[src/rtl/qfs_pkg.sv]
package qfs_pkg;

   localparam logic [1:0] ADR_CTRL = 2'd0;
   localparam logic [1:0] ADR_SCR  = 2'd1;
   localparam logic [1:0] ADR_STAT = 2'd2;
   localparam logic [1:0] ADR_TRIG = 2'd3;

   typedef struct packed {
      logic [1:0] chan;
      logic       cnt_mode;
      logic       tx_dir;
      logic [1:0] lvl;
      logic [1:0] tbl;
   } ctrl_t;

   // receive trigger level for a table/level pair
   function automatic int unsigned rx_level(input int unsigned tbl,
                                            input int unsigned lvl,
                                            input int unsigned depth);
      return (lvl + 1) * (depth >> (5 - tbl));
   endfunction

endpackage

[src/rtl/qfs_trig_table.sv]
module qfs_trig_table #(
   parameter int DEPTH = 128,
   parameter int CW    = 8
) (
   input  logic [1:0]    tbl_i,
   input  logic [1:0]    lvl_i,
   output logic [CW-1:0] rx_lvl_o,
   output logic [CW-1:0] tx_lvl_o
);
   localparam int NTBL = 4;
   localparam int NLVL = 4;
   localparam logic [CW-1:0] FULL = CW'(DEPTH);

   logic [CW-1:0] rx_lut [NTBL*NLVL];

   for (genvar t = 0; t < NTBL; t++) begin : g_tbl
      for (genvar l = 0; l < NLVL; l++) begin : g_lvl
         assign rx_lut[t*NLVL + l] = CW'(qfs_pkg::rx_level(t, l, DEPTH));
      end
   end

   assign rx_lvl_o = rx_lut[{tbl_i, lvl_i}];
   assign tx_lvl_o = FULL - rx_lvl_o;

endmodule

[src/rtl/qfs_chan_status.sv]
module qfs_chan_status #(
   parameter int DEPTH = 128,
   parameter int CW    = 8
) (
   input  logic          clk,
   input  logic          rst_n,
   input  logic [CW-1:0] tx_fill_i,
   input  logic [CW-1:0] rx_fill_i,
   input  logic          rx_tmo_i,
   input  logic [CW-1:0] rx_lvl_i,
   output logic          tx_rdy_o,
   output logic          rx_rdy_o,
   output logic [CW-1:0] tx_cnt_o,
   output logic [CW-1:0] rx_cnt_o
);
   localparam logic [CW-1:0] FULL = CW'(DEPTH);

   logic [CW-1:0] tx_q, rx_q;
   logic          tmo_q;

   function automatic logic [CW-1:0] clip(input logic [CW-1:0] v);
      return (v > FULL) ? FULL : v;
   endfunction

   always_ff @(posedge clk) begin
      if (!rst_n) begin
         tx_q  <= '0;
         rx_q  <= '0;
         tmo_q <= 1'b0;
      end else begin
         tx_q  <= clip(tx_fill_i);
         rx_q  <= clip(rx_fill_i);
         tmo_q <= rx_tmo_i;
      end
   end

   assign tx_rdy_o = (tx_q < FULL);
   assign rx_rdy_o = !tmo_q && (rx_q <= rx_lvl_i);
   assign tx_cnt_o = tx_q;
   assign rx_cnt_o = rx_q;

   // a full (or over-full) fill sampled last cycle clears transmit room
   assert_tx_full_R1: assert property (@(posedge clk) disable iff (!rst_n)
      $past(rst_n) && ($past(tx_fill_i) >= FULL) |-> !tx_rdy_o);
   assert_tx_room_R1: assert property (@(posedge clk) disable iff (!rst_n)
      $past(rst_n) && ($past(tx_fill_i) < FULL) |-> tx_rdy_o);
   // a timeout sampled last cycle forces receive not ready
   assert_rx_tmo_R2: assert property (@(posedge clk) disable iff (!rst_n)
      $past(rst_n) && $past(rx_tmo_i) |-> !rx_rdy_o);
   // the registered count never exceeds the FIFO depth
   assert_cnt_sat_R7: assert property (@(posedge clk) disable iff (!rst_n)
      (tx_cnt_o <= FULL) && (rx_cnt_o <= FULL));

endmodule

[src/rtl/qfs_regs.sv]
module qfs_regs #(
   parameter int NCH   = 4,
   parameter int DEPTH = 128,
   parameter int CW    = 8,
   parameter int DW    = 8
) (
   input  logic                clk,
   input  logic                rst_n,
   input  logic                we_i,
   input  logic [1:0]          addr_i,
   input  logic [DW-1:0]       wdata_i,
   input  logic [2*NCH-1:0]    ready_i,
   input  logic [NCH*CW-1:0]   tx_cnt_i,
   input  logic [NCH*CW-1:0]   rx_cnt_i,
   input  logic [CW-1:0]       rx_lvl_i,
   input  logic [CW-1:0]       tx_lvl_i,
   output qfs_pkg::ctrl_t      ctrl_o,
   output logic [DW-1:0]       rdata_o
);
   import qfs_pkg::*;

   ctrl_t         ctrl_q;
   logic [DW-1:0] scr_q;
   logic [CW-1:0] cnt_sel;
   int unsigned   idx;

   always_ff @(posedge clk) begin
      if (!rst_n) begin
         ctrl_q <= '0;
         scr_q  <= '0;
      end else if (we_i) begin
         if (addr_i == ADR_CTRL) ctrl_q <= ctrl_t'(wdata_i);
         if (addr_i == ADR_SCR && !ctrl_q.cnt_mode) scr_q <= wdata_i;
      end
   end

   always_comb begin
      idx     = int'(ctrl_q.chan);
      cnt_sel = ctrl_q.tx_dir ? tx_cnt_i[idx*CW +: CW] : rx_cnt_i[idx*CW +: CW];
   end

   always_comb begin
      unique case (addr_i)
         ADR_CTRL: rdata_o = DW'(ctrl_q);
         ADR_SCR:  rdata_o = ctrl_q.cnt_mode ? DW'(cnt_sel) : scr_q;
         ADR_STAT: rdata_o = DW'(ready_i);
         default:  rdata_o = ctrl_q.tx_dir ? DW'(tx_lvl_i) : DW'(rx_lvl_i);
      endcase
   end

   assign ctrl_o = ctrl_q;

   // a scratch write while in count mode leaves the scratch byte alone
   assert_scr_keep_R8: assert property (@(posedge clk) disable iff (!rst_n)
      ctrl_q.cnt_mode && we_i && (addr_i == ADR_SCR) |=> $stable(scr_q));
   // count readback stays within the FIFO depth
   assert_cnt_read_R7: assert property (@(posedge clk) disable iff (!rst_n)
      ctrl_q.cnt_mode && (addr_i == ADR_SCR) |-> (rdata_o <= DW'(DEPTH)));

endmodule

[src/rtl/quad_fifo_status.sv]
module quad_fifo_status #(
   parameter int NCH   = 4,
   parameter int DEPTH = 128,
   parameter int DW    = 8
) (
   input  logic                                clk,
   input  logic                                rst_n,
   input  logic [NCH*$clog2(DEPTH+1)-1:0]      tx_fill_i,
   input  logic [NCH*$clog2(DEPTH+1)-1:0]      rx_fill_i,
   input  logic [NCH-1:0]                      rx_tmo_i,
   input  logic                                reg_we_i,
   input  logic [1:0]                          reg_addr_i,
   input  logic [DW-1:0]                       reg_wdata_i,
   output logic [DW-1:0]                       reg_rdata_o,
   output logic [2*NCH-1:0]                    ready_o
);
   localparam int CW = $clog2(DEPTH + 1);

   if (NCH != 4) begin : g_bad_nch
      $error("quad_fifo_status: NCH must be 4 (2-bit channel field)");
   end
   if (DW != 8) begin : g_bad_dw
      $error("quad_fifo_status: DW must be 8 (byte control layout)");
   end
   if ((DEPTH % 32) != 0 || CW > DW) begin : g_bad_depth
      $error("quad_fifo_status: DEPTH must be a multiple of 32 and fit DW");
   end

   qfs_pkg::ctrl_t    ctrl;
   logic [CW-1:0]     rx_lvl, tx_lvl;
   logic [NCH*CW-1:0] tx_cnt, rx_cnt;
   logic [NCH-1:0]    tx_rdy, rx_rdy;

   qfs_trig_table #(.DEPTH(DEPTH), .CW(CW)) u_trig (
      .tbl_i    (ctrl.tbl),
      .lvl_i    (ctrl.lvl),
      .rx_lvl_o (rx_lvl),
      .tx_lvl_o (tx_lvl)
   );

   for (genvar c = 0; c < NCH; c++) begin : g_ch
      qfs_chan_status #(.DEPTH(DEPTH), .CW(CW)) u_ch (
         .clk       (clk),
         .rst_n     (rst_n),
         .tx_fill_i (tx_fill_i[c*CW +: CW]),
         .rx_fill_i (rx_fill_i[c*CW +: CW]),
         .rx_tmo_i  (rx_tmo_i[c]),
         .rx_lvl_i  (rx_lvl),
         .tx_rdy_o  (tx_rdy[c]),
         .rx_rdy_o  (rx_rdy[c]),
         .tx_cnt_o  (tx_cnt[c*CW +: CW]),
         .rx_cnt_o  (rx_cnt[c*CW +: CW])
      );
   end

   assign ready_o = {rx_rdy, tx_rdy};

   qfs_regs #(.NCH(NCH), .DEPTH(DEPTH), .CW(CW), .DW(DW)) u_regs (
      .clk      (clk),
      .rst_n    (rst_n),
      .we_i     (reg_we_i),
      .addr_i   (reg_addr_i),
      .wdata_i  (reg_wdata_i),
      .ready_i  (ready_o),
      .tx_cnt_i (tx_cnt),
      .rx_cnt_i (rx_cnt),
      .rx_lvl_i (rx_lvl),
      .tx_lvl_i (tx_lvl),
      .ctrl_o   (ctrl),
      .rdata_o  (reg_rdata_o)
   );

   // the active receive level is nonzero and within the FIFO depth
   assert_lvl_range_R4: assert property (@(posedge clk) disable iff (!rst_n)
      (rx_lvl != '0) && (rx_lvl <= CW'(DEPTH)));
   // the status address mirrors the ready output
   assert_stat_view_R9: assert property (@(posedge clk) disable iff (!rst_n)
      (reg_addr_i == qfs_pkg::ADR_STAT) |-> (reg_rdata_o == DW'(ready_o)));

endmodule

[config.mk]
export PLATFORM = sky130hd
export DESIGN_NAME = quad_fifo_status
export DESIGN_NICKNAME = d
export VERILOG_FILES = /design/src/rtl/qfs_pkg.sv /design/src/rtl/qfs_trig_table.sv /design/src/rtl/qfs_chan_status.sv /design/src/rtl/qfs_regs.sv /design/src/rtl/quad_fifo_status.sv
export SDC_FILE = /design/constraint.sdc
export NUM_CORES = 1
export LEC_CHECK = 0
export BUFFER_PORTS_ARGS = -buffer_cell sky130_fd_sc_hd__buf_4
export CORE_MARGIN = 2
export CORE_UTILIZATION = 42
export DETAILED_ROUTE_END_ITERATION = 16
export HOLD_SLACK_MARGIN = 0.03
export PLACE_DENSITY_LB_ADDON = 0.05
export SLEW_MARGIN = 5
export SYNTH_ARGS = -nofsm -noshare
export SYNTH_HDL_FRONTEND = slang
export SYNTH_SLANG_ARGS = --single-unit
[constraint.sdc]
create_clock -name clk -period 2.8 [get_ports clk]
set_input_delay 0.28 -clock clk [delete_from_list [all_inputs] [get_ports clk]]
set_output_delay 0.28 -clock clk [all_outputs]
set_load 0.01 [all_outputs]
# Word-level counts from Yosys, hierarchy flattened
# Memories as Yosys holds them, arrays and structs flattened.
# Cells that the tools add are included.
# op_classes
addsub	1
order_cmp	17
eq_ne	2
shifts	2
n_mux	14
bitwise	2
n_reduce_logical	21
# op_table
operator	n
8-bit two-way mux	13
8-bit > comparator, second input constant	8
32-bit by 6-bit variable part select with 8-bit output	2
8-bit <= comparator	4
8-bit less-than comparator, second input constant	4
8-bit one-hot mux with 3 select lines	1
2-bit OR reduction	8
8-bit subtractor, first input constant	1
5-bit greater-or-equal comparator, second input constant	1
1-bit logical AND	5
1-bit zero test	5
4-bit inverter with 5-bit output	1
2-bit AND reduction	2
2-bit by 1-bit == test with 1-bit output, second input constant	1
2-bit == test, second input constant	1
2-bit zero test	1
1-bit inverter	1
# word_totals
ff_bits	84
romBits	128
inputBits	81
output_inout_bits	16
elab_cells	86
mem_count	1
# memory_table
memory	depth	width	rd	rd_ports_with_merged_regs	wr	line	text
(name not given)	16	8	1	0	0	qfs_trig_table.sv:22	assign rx_lvl_o = rx_lut[{tbl_i, lvl_i}];

# Logic depth before layout (Yosys ltp)
# Gate-level depths: netlist of the first run.
# logic_depth
word_depth	7
mapped_depth	11
depth_no_buf	10

# Modules after synthesis
# From an unflattened synthesis of the first run, not the netlist that was laid out.
# hier_totals
hier_cells	476
area_unflattened_um2	4579.4
# by_module_without_submodules
module	instances	cells_per_inst	area_per_inst_um2	seq_area_each_um2
qfs_chan_status	4	65	665.6	340.3
qfs_regs	1	169	1572.8	320.3
qfs_trig_table	1	47	344.1	0.0

# Worst setup path after synthesis of the first run
# Ideal clock, no wire load.
# synth_path
kind	register -> output
start	register u_regs.ctrl_q (netlist bit u_regs.ctrl_o[2])
end	output ready_o[4]
arrival_ns	2.358
required_time_ns	2.520
slack_ns	0.162
path_stages_with_launch	12
n_path_buf	2
path_cell_list	dfxtp_1 clkbuf_1 nand2b_1 nand2_1 a22oi_1 ha_1 a21oi_1 nor2_1 a2111oi_0 nor2_1 nor2_1 buf_4
# synth_via
elab_chain_len	6
# synth_lines
item	line	text
start, declared	qfs_regs.sv:22	ctrl_t ctrl_q;
start signal, assigned	qfs_regs.sv:32	if (addr_i == ADR_CTRL) ctrl_q <= ctrl_t'(wdata_i);
4-bit inverter with 5-bit output (not written as such)	qfs_trig_table.sv:22	
memory read 16 x 8 bit	--	
8-bit two-way mux (not written as such) (2 in a row)	qfs_trig_table.sv:22	
8-bit <= comparator	qfs_chan_status.sv:38	assign rx_rdy_o = !tmo_q && (rx_q <= rx_lvl_i);
1-bit logical AND	qfs_chan_status.sv:38	
end, declared	quad_fifo_status.sv:15	output logic [2*NCH-1:0] ready_o
# No other way between the ends. The select of a mux whose other input is x is not followed.

# Final worst setup path of the first run
# layout_path
start	register u_regs.ctrl_q (netlist bit u_regs.ctrl_o[0])
end	output reg_rdata_o[6]
# layout_via
elab_chain_len	7
word_cells_on_any_way	9
classes_between	1 x add/sub; 1 x order compare; 4 x mux; 1 x bitwise; 1 x reduce/logical; 1 x memory
# layout_lines
item	line	text
4-bit inverter with 5-bit output (not written as such) *	qfs_trig_table.sv:22	
memory read 16 x 8 bit *	--	
8-bit two-way mux (not written as such) * (2 in a row)	qfs_trig_table.sv:22	
8-bit subtractor or 8-bit <= comparator (tied branches)	qfs_trig_table.sv:23, qfs_chan_status.sv:38	
8-bit two-way mux or 1-bit logical AND (tied branches)	qfs_regs.sv:47, qfs_chan_status.sv:38	
8-bit one-hot mux with 3 select lines *	qfs_regs.sv:43	unique case (addr_i)
end, declared	quad_fifo_status.sv:14	output logic [DW-1:0] reg_rdata_o,
# Every way passes the cells marked *; elsewhere a longest branch is shown, timed or not. The select of a mux whose other input is x is not followed.

==> impl_results.md, run 1 <==
- Leading register cell type out of synthesis: sky130_fd_sc_hd__dfxtp_1
- Pin count of the biggest net entering global routing: 37
- Fraction of synthesized cell area taken by the top area cell type: 39.5%
- DRC violation total after the first TritonRoute iteration: 158
- Max Cap Violations: 0
- Placed cell areas: 0.00523 sq mm
- Number of library cell types mapped by synthesis: 50
- Total gr overflow: 0
- Buffer depth of the longest clock path: 2
- Routed len/inst: ~17 microns
- Clock Sink Count: 84
- Worst IR Drop VDD: 0.204 mV
- Violated checks: negative setup slack
- Clock tree from TritonCTS: yes
- Number of synthesized flops with an enable pin: 0
- Crit path max-delay cell type: sky130_fd_sc_hd__dfxtp_2
- Worst path max stage delay: 0.49 ns
- Vertical die dimension: 105 microns
- Count of input and output buffers: 96
- Sequential cell area: about 0.0017 sq mm
- Combined area of the multi-input logic cells: roughly 0.0027 sq mm
- Via total after detailed routing: 3599
- Final worst setup slack: -0.298 ns
- Unrepaired setup endpoints after global routing: true
- CTS root buffer: sky130_fd_sc_hd__clkbuf_8
- Count of TritonRoute iterations in the first routing pass: 4
- Post-Route Setup TNS: -1.17 ns
- Register area share after synthesis: about two fifths
- Total Die Area: ~0.011 sq mm
- Minimum clock period: ~3.1 ns
- Mean Syn Cell Area: 9.67 sq um
- Post-synth ARST share: 0%
- Number of warning messages in the yosys log: 0
- Max transition margin: 68.4%
- Critical path launch point type: register
- Most common cell in the synthesized netlist: sky130_fd_sc_hd__dfxtp_1
- Hold buffer count at cts: 0
- X dimension of the die: 105 microns
- Count of boundary I/O pins: 97
- Largest fanout on the critical path: 10
- Number of register bits inferred by synthesis: 84
- Crit-path cells: buf_4, nand2b_1, a21o_4, ha_4, nor2b_4, o211ai_1, a31oi_2, nor4_2, or3b_1, buf_6
- Final period utilization: 111%
- Post-DRT Antenna Nets: 0
- Inserted Diodes: 0
- Final hold viol count: 0
- Post-route cell area: 0.00587 sq mm
- Result of the run: finished, violations left
- Net Count, Synth: 547
- Hpwl dp: 9.05 mm
- Pwr dens: 443 mW/mm^2
- Clock input transition at the sequential cells of the worst setup and hold paths: 0.09 ns
- Critical path arrival: 2.82 ns
- DR DRC count: 0
- Placeable core area: between 0.009 and 0.01 sq mm
- CTS H-tree depth: 3
- Cell type with the largest total area after synthesis: sky130_fd_sc_hd__dfxtp_1
- Via count of the first global-routing pass: 3622
- Initial cell density of the core: 43.3%
- Final Max Slew Viols: 0
- Most instantiated cells after synthesis: 84 x sky130_fd_sc_hd__dfxtp_1, 69 x sky130_fd_sc_hd__and2_1, 41 x sky130_fd_sc_hd__nand2_1
- Std-Cell Rows: 36
- Ranking of synthesized cells by area: sky130_fd_sc_hd__dfxtp_1 40%, sky130_fd_sc_hd__and2_1 10%, sky130_fd_sc_hd__ha_1 7.6%, sky130_fd_sc_hd__mux4_2 5.3%, sky130_fd_sc_hd__mux2i_1 3.8%
- Hold Path Class: primary input to register
- Leakage Power: 2.43 nW
- Wire length of the first global-routing pass: between 15 and 20 mm
- Path type of the worst setup path: register to output port
- Ratio of cells with drive above 1 in the final layout: 37.1%
- Number of fill cells in the layout: 913
- Required @ worst endpoint: 2.52 ns
- Layout overhead on the synthesized area: 37.9%
- Antenna violations before repair: 0
- Cell area after technology mapping: between 0.004 and 0.005 sq mm
- RD Place Congestion: 0.844
- Register-to-Register Setup Slack: around 1.5 ns
- Final setup viols: 8
- Final-stage net count: 669
- CP endpoint kind: output port
- Achievable frequency: approximately 0.32 GHz
- Via count normalized by instance count: 5.15
- Worst Tran Pin Value: roughly 0.47 ns
- Post-route clock skew: between 0.0015 and 0.002 ns
- Later-pin clock latency in the skew report: ~0.36 ns
- Num CTS Buffers: 9
- Number of standard cells in the layout, taps in and fillers out: 699
- Cells after synthesis: 440
- Global-route usage over all layers: 21.9%
- Final Routed Wirelength: 12.0 mm
- Cells after DPL: 671
-- placed cells by master (no fill, tap or decap), types with 5 or more instances in the layout --
master                     count
sky130_fd_sc_hd__buf_4       132
sky130_fd_sc_hd__dfxtp_1      80
sky130_fd_sc_hd__and2_1       69
sky130_fd_sc_hd__nand2_1      39
sky130_fd_sc_hd__inv_1        16
sky130_fd_sc_hd__mux2i_1      16
sky130_fd_sc_hd__nor2b_1      16
sky130_fd_sc_hd__ha_1         16
sky130_fd_sc_hd__nor2_1       13
sky130_fd_sc_hd__o21ai_0      12
sky130_fd_sc_hd__mux4_2       10
sky130_fd_sc_hd__a21boi_0     10
sky130_fd_sc_hd__ha_4         10
sky130_fd_sc_hd__clkbuf_8      9
sky130_fd_sc_hd__a21oi_1       7
sky130_fd_sc_hd__buf_6         7
sky130_fd_sc_hd__mux4_1        6
sky130_fd_sc_hd__a21oi_2       5
sky130_fd_sc_hd__nand2b_1      5
-- cell families after synthesis --
family / synth area share [%]
flip-flops: 39.5
AO/OA/AOI/OAI: 11.5
AND/OR/NAND/NOR: 23.1
buffers and inverters: 5.17
adder cells (fa/ha/maj): 7.64
multiplexers: 13.0
-- report_power, final --
part	switching, mW	internal (mW)
combinational	0.231	0.300
clock	0.465	0.323
sequential	0.0380	1.24
-- metrics by stage --
step | hold slack [ns] | util, % | setup WS, ns | total power [mW]
global route | 0.100 | 59.8 | -0.385 | 2.72
floorplan | 0.402 | - | 0.162 | 1.53
CTS | 0.106 | 57.7 | -0.303 | 2.57
finish | 0.118 | 59.8 | -0.298 | 2.60
global placement | 0.483 | 53.3 | -0.0652 | 1.73
detailed placement | 0.484 | 53.3 | -0.103 | 1.74
-- flip-flops by register name (all words and copies together), names as in the netlist --
signal and count:
g_ch.u_ch.tx_cnt_o 32, u_regs.ctrl_o 8, u_regs.scr_q 8, g_ch.u_ch.tmo_q 4, g_ch.u_ch.rx_cnt_o 32
-- repair_timing --
| action | CTS | global route |
|---|---|---|
| buffers inserted | 10 | 3 |
| setup endpoints to repair | 9 | 9 |
| pin swaps | 22 | 20 |
| gates resized for setup | 37 | 26 |
| cloned | 0 | 0 |
-- path summary, 6_finish.rpt --
check,start,cells past startpoint,to
hold / removal,tx_fill_i[8],2,g_ch[1].u_ch.tx_cnt_o[0]
setup / recovery,u_regs.ctrl_o[0],10,reg_rdata_o[6]
setup reg to reg,u_regs.ctrl_o[5],5,u_regs.scr_q[3]
hold reg to reg,u_regs.scr_q[4],2,u_regs.scr_q[4]
-- metal layers --
metal	up-vias	GRT usage, %	wire (microns)
met4	0	5.52	121
li1	1781	-	-
met5	-	0	0
met2	100	37.9	5830
met1	1707	28.3	5490
met3	11	3.81	558
-- layout make-up --
class / count / area share, %
tap: 133 / 2.83
clock inverter: 6 / 0.810
inverter: 17 / 1.09
timing repair buffer: 140 / 18.6
multi-input combinational: 310 / 45.9
clock buffer: 9 / 2.11
sequential: 84 / 28.7
-- critical path, delay by kind of cell (launching register included) --
kind            cells  cell delay (ns)
buf+inv             2             0.33
simple gates        4             0.74
flops               1             0.49
compound gates      3             0.64
fa+ha+maj           1             0.27
Note: power is estimated with default switching activity, not from simulation.
==> run 2: changes to the inputs <==
==> constraint.sdc (replaced) <==
create_clock -name clk -period 2.8 [get_ports clk]
set_input_delay 0.28 -clock clk [delete_from_list [all_inputs] [get_ports clk]]
set_output_delay 0.28 -clock clk [all_outputs]
set_load 0.02 [all_outputs]
==> run 2 against run 1 <==
The flow still finishes with violations (negative setup slack). Sequential share of layout area shrank 0.34 points. First-iteration DRC count shrank 23%. Register-to-register slack is essentially flat.
==> impl_results.md, run 2 (synthesis gave the netlist of run 1 again) <==
- Result of the run: finished, violations left
- Power consumption: 2.82 mW
- Minimum clock period: 3.13 ns
- Count of TritonRoute iterations in the first routing pass: 4
- CP endpoint kind: output port
- Leading cell type in the layout, fill and taps excluded: sky130_fd_sc_hd__buf_4
- Origin of the critical flop-to-flop path: u_regs.ctrl_o[5]
- CTS H-tree depth: 3
- Number of fill cells in the layout: 904
- Final Routed Wirelength: 12.3 mm
- Num CTS Buffers: 9
- Placed cell areas: 0.00523 sq mm
- Final worst setup slack: -0.332 ns
- Largest fanout on the critical path: 5
- Via total after detailed routing: 3616
- Final-stage net count: between 600 and 700
- Post-route clock skew: 0.00643 ns
- Clock input transition at the sequential cells of the worst setup and hold paths: 0.09 ns
- Post-DRT Antenna Nets: 0
- Count of boundary I/O pins: 97
- Pin count of the biggest net entering global routing: 37
- DR DRC count: 0
- Violated checks: negative setup slack
- Ratio of cells with drive above 1 in the final layout: between 30% and 40%
- Routing usage on met1: 29.4%
- Combined area of the multi-input logic cells: 0.00268 sq mm
- Hold Path Class: primary input to register
- Routed len/inst: approximately 17 microns
- Total Die Area: between 0.01 and 0.015 sq mm
- Worst Tran Pin Value: 0.484 ns
- Worst IR Drop VDD: 0.312 mV
- Number of buffers and inverters on the critical path: 2
- Global-route usage over all layers: 22.5%
- X dimension of the die: ~100 microns
- Std-Cell Rows: 36
- Total gr overflow: 0
- Post-Route Setup TNS: -1.25 ns
- Met2 usage: between 30 and 40%
- Layout overhead on the synthesized area: 40.1%
- Final hold viol count: 0
- Peak-usage layer in the global routing report: met2
- Unrepaired setup endpoints after global routing: true
- Hold_sp: rx_fill_i[27]
- Max transition margin: 67.7%
- Vertical die dimension: 105 microns
- Inserted Diodes: 0
- Post-route cell area: 0.00596 sq mm
- Launch point of the critical path: u_regs.ctrl_o[2]
- Later-pin clock latency in the skew report: 0.36 ns
- Placeable core area: 0.00982 sq mm
- Crit path max-delay cell type: sky130_fd_sc_hd__or3b_1
- Sequential cell area: 0.00169 sq mm
- DRC violation total after the first TritonRoute iteration: 121
- Initial cell density of the core: 43.3%
- Critical path arrival: between 2 and 3 ns
- Buffer depth of the longest clock path: 2
- Final Max Slew Viols: 0
- Leading cell types in the layout, fill and taps excluded: 135 x sky130_fd_sc_hd__buf_4, 79 x sky130_fd_sc_hd__dfxtp_1, 69 x sky130_fd_sc_hd__and2_1
- Largest registers in the final layout: g_ch.u_ch.rx_cnt_o: 32 flops, g_ch.u_ch.tx_cnt_o: 32 flops
- Achievable frequency: 0.319 GHz
- Final period utilization: 112%
- Clock Sink Count: 84
- Clock tree from TritonCTS: yes
- Pwr dens: 472 mW/mm^2
- Leakage Power: roughly 2.5 nW
- Cell family contributing the most delay on the critical path: simple AND/OR/NAND/NOR gates
- Final setup viols: 9
- Count of input and output buffers: between 90 and 100
- Met3 Track Usage GR: between 3 and 4%
- Worst path max stage delay: between 0.4 and 0.5 ns
- Critical path launch point type: register
- RD Place Congestion: 0.913
- Via count of the first global-routing pass: ~3600
- Register-to-Register Setup Slack: 1.51 ns
- Path type of the worst setup path: register to output port
- Hpwl dp: 9.24 mm
- Crit-path cells: ha_4, nand2b_4, buf_6, a21o_4, ha_4, nor2b_4, o211ai_1, a31oi_1, nor4_1, or3b_1, buf_6
- Via count normalized by instance count: 5.14
- Antenna violations before repair: 0
- Wire length of the first global-routing pass: between 15 and 20 mm
- CTS root buffer: sky130_fd_sc_hd__clkbuf_8
- Required @ worst endpoint: 2.52 ns
- Max Cap Violations: 0
==> run 2: cell count changes in the layout (fill, tap and decap cells not counted), sizes merged <==
cell,previous run,this run
buf,140,144
clkinvlp,4,1
bufinv,0,2
clkbuf,9,10
clkinv,0,1
==> run 2: worst register-to-register path: cells and delay by family, from the launching register on <==
family	cells	cell delay (ns)
buffers and inverters	2	0.41
flip-flops	1	0.32
multiplexers	1	0.21
AND/OR/NAND/NOR	2	0.24
==> run 2: metal layers <==
metal	vias up	wire (microns)
li1	1787	-
met1	1731	5490
met2	85	6140
met3	13	429
met4	0	204
met5	-	0
==> run 2: final cells by class <==
class / instances / share of cell area [%]
well taps: 133 / 2.79
multi-input cells: 310 / 45.0
repair buffers: 144 / 18.8
clock buffers: 10 / 2.31
flip-flops and latches: 84 / 28.4
clock inverters: 6 / 1.57
inverters: 17 / 1.11
==> run 2: stage by stage <==
step / hold slack (ns) / util, % / std cells / setup WS (ns)
6_report: 0.116 / 60.7 / 704 / -0.332
5_1_grt: 0.107 / 60.7 / 704 / -0.415
4_1_cts: 0.103 / 58.1 / 694 / -0.276
3_5_place_dp: 0.484 / 53.3 / 671 / -0.0565
3_3_place_gp: 0.481 / 53.3 / 671 / -0.0629
2_1_floorplan: 0.402 / - / 440 / 0.109
==> run 2: worst paths after layout <==
| check | endpoint | cells after the start |
|---|---|---|
| max | reg_rdata_o[6] | 11 |
| min | g_ch[3].u_ch.rx_cnt_o[3] | 2 |
| max reg2reg | u_regs.scr_q[7] | 5 |
| min reg2reg | u_regs.scr_q[4] | 2 |
==> run 2: report_power, final <==
group / switching (mW) / internal [mW] / total [mW]
logic: 0.245 / 0.297 / 0.542
clock network: 0.457 / 0.535 / 0.991
registers: 0.0415 / 1.24 / 1.28
total: 0.743 / 2.07 / 2.82
==> run 2: timing repair <==
action,in CTS,in global routing
endpoints found under the setup margin,9,10
gates resized for setup,39,32
pin swaps,15,17
buffers inserted,7,12
hold buffers,0,0
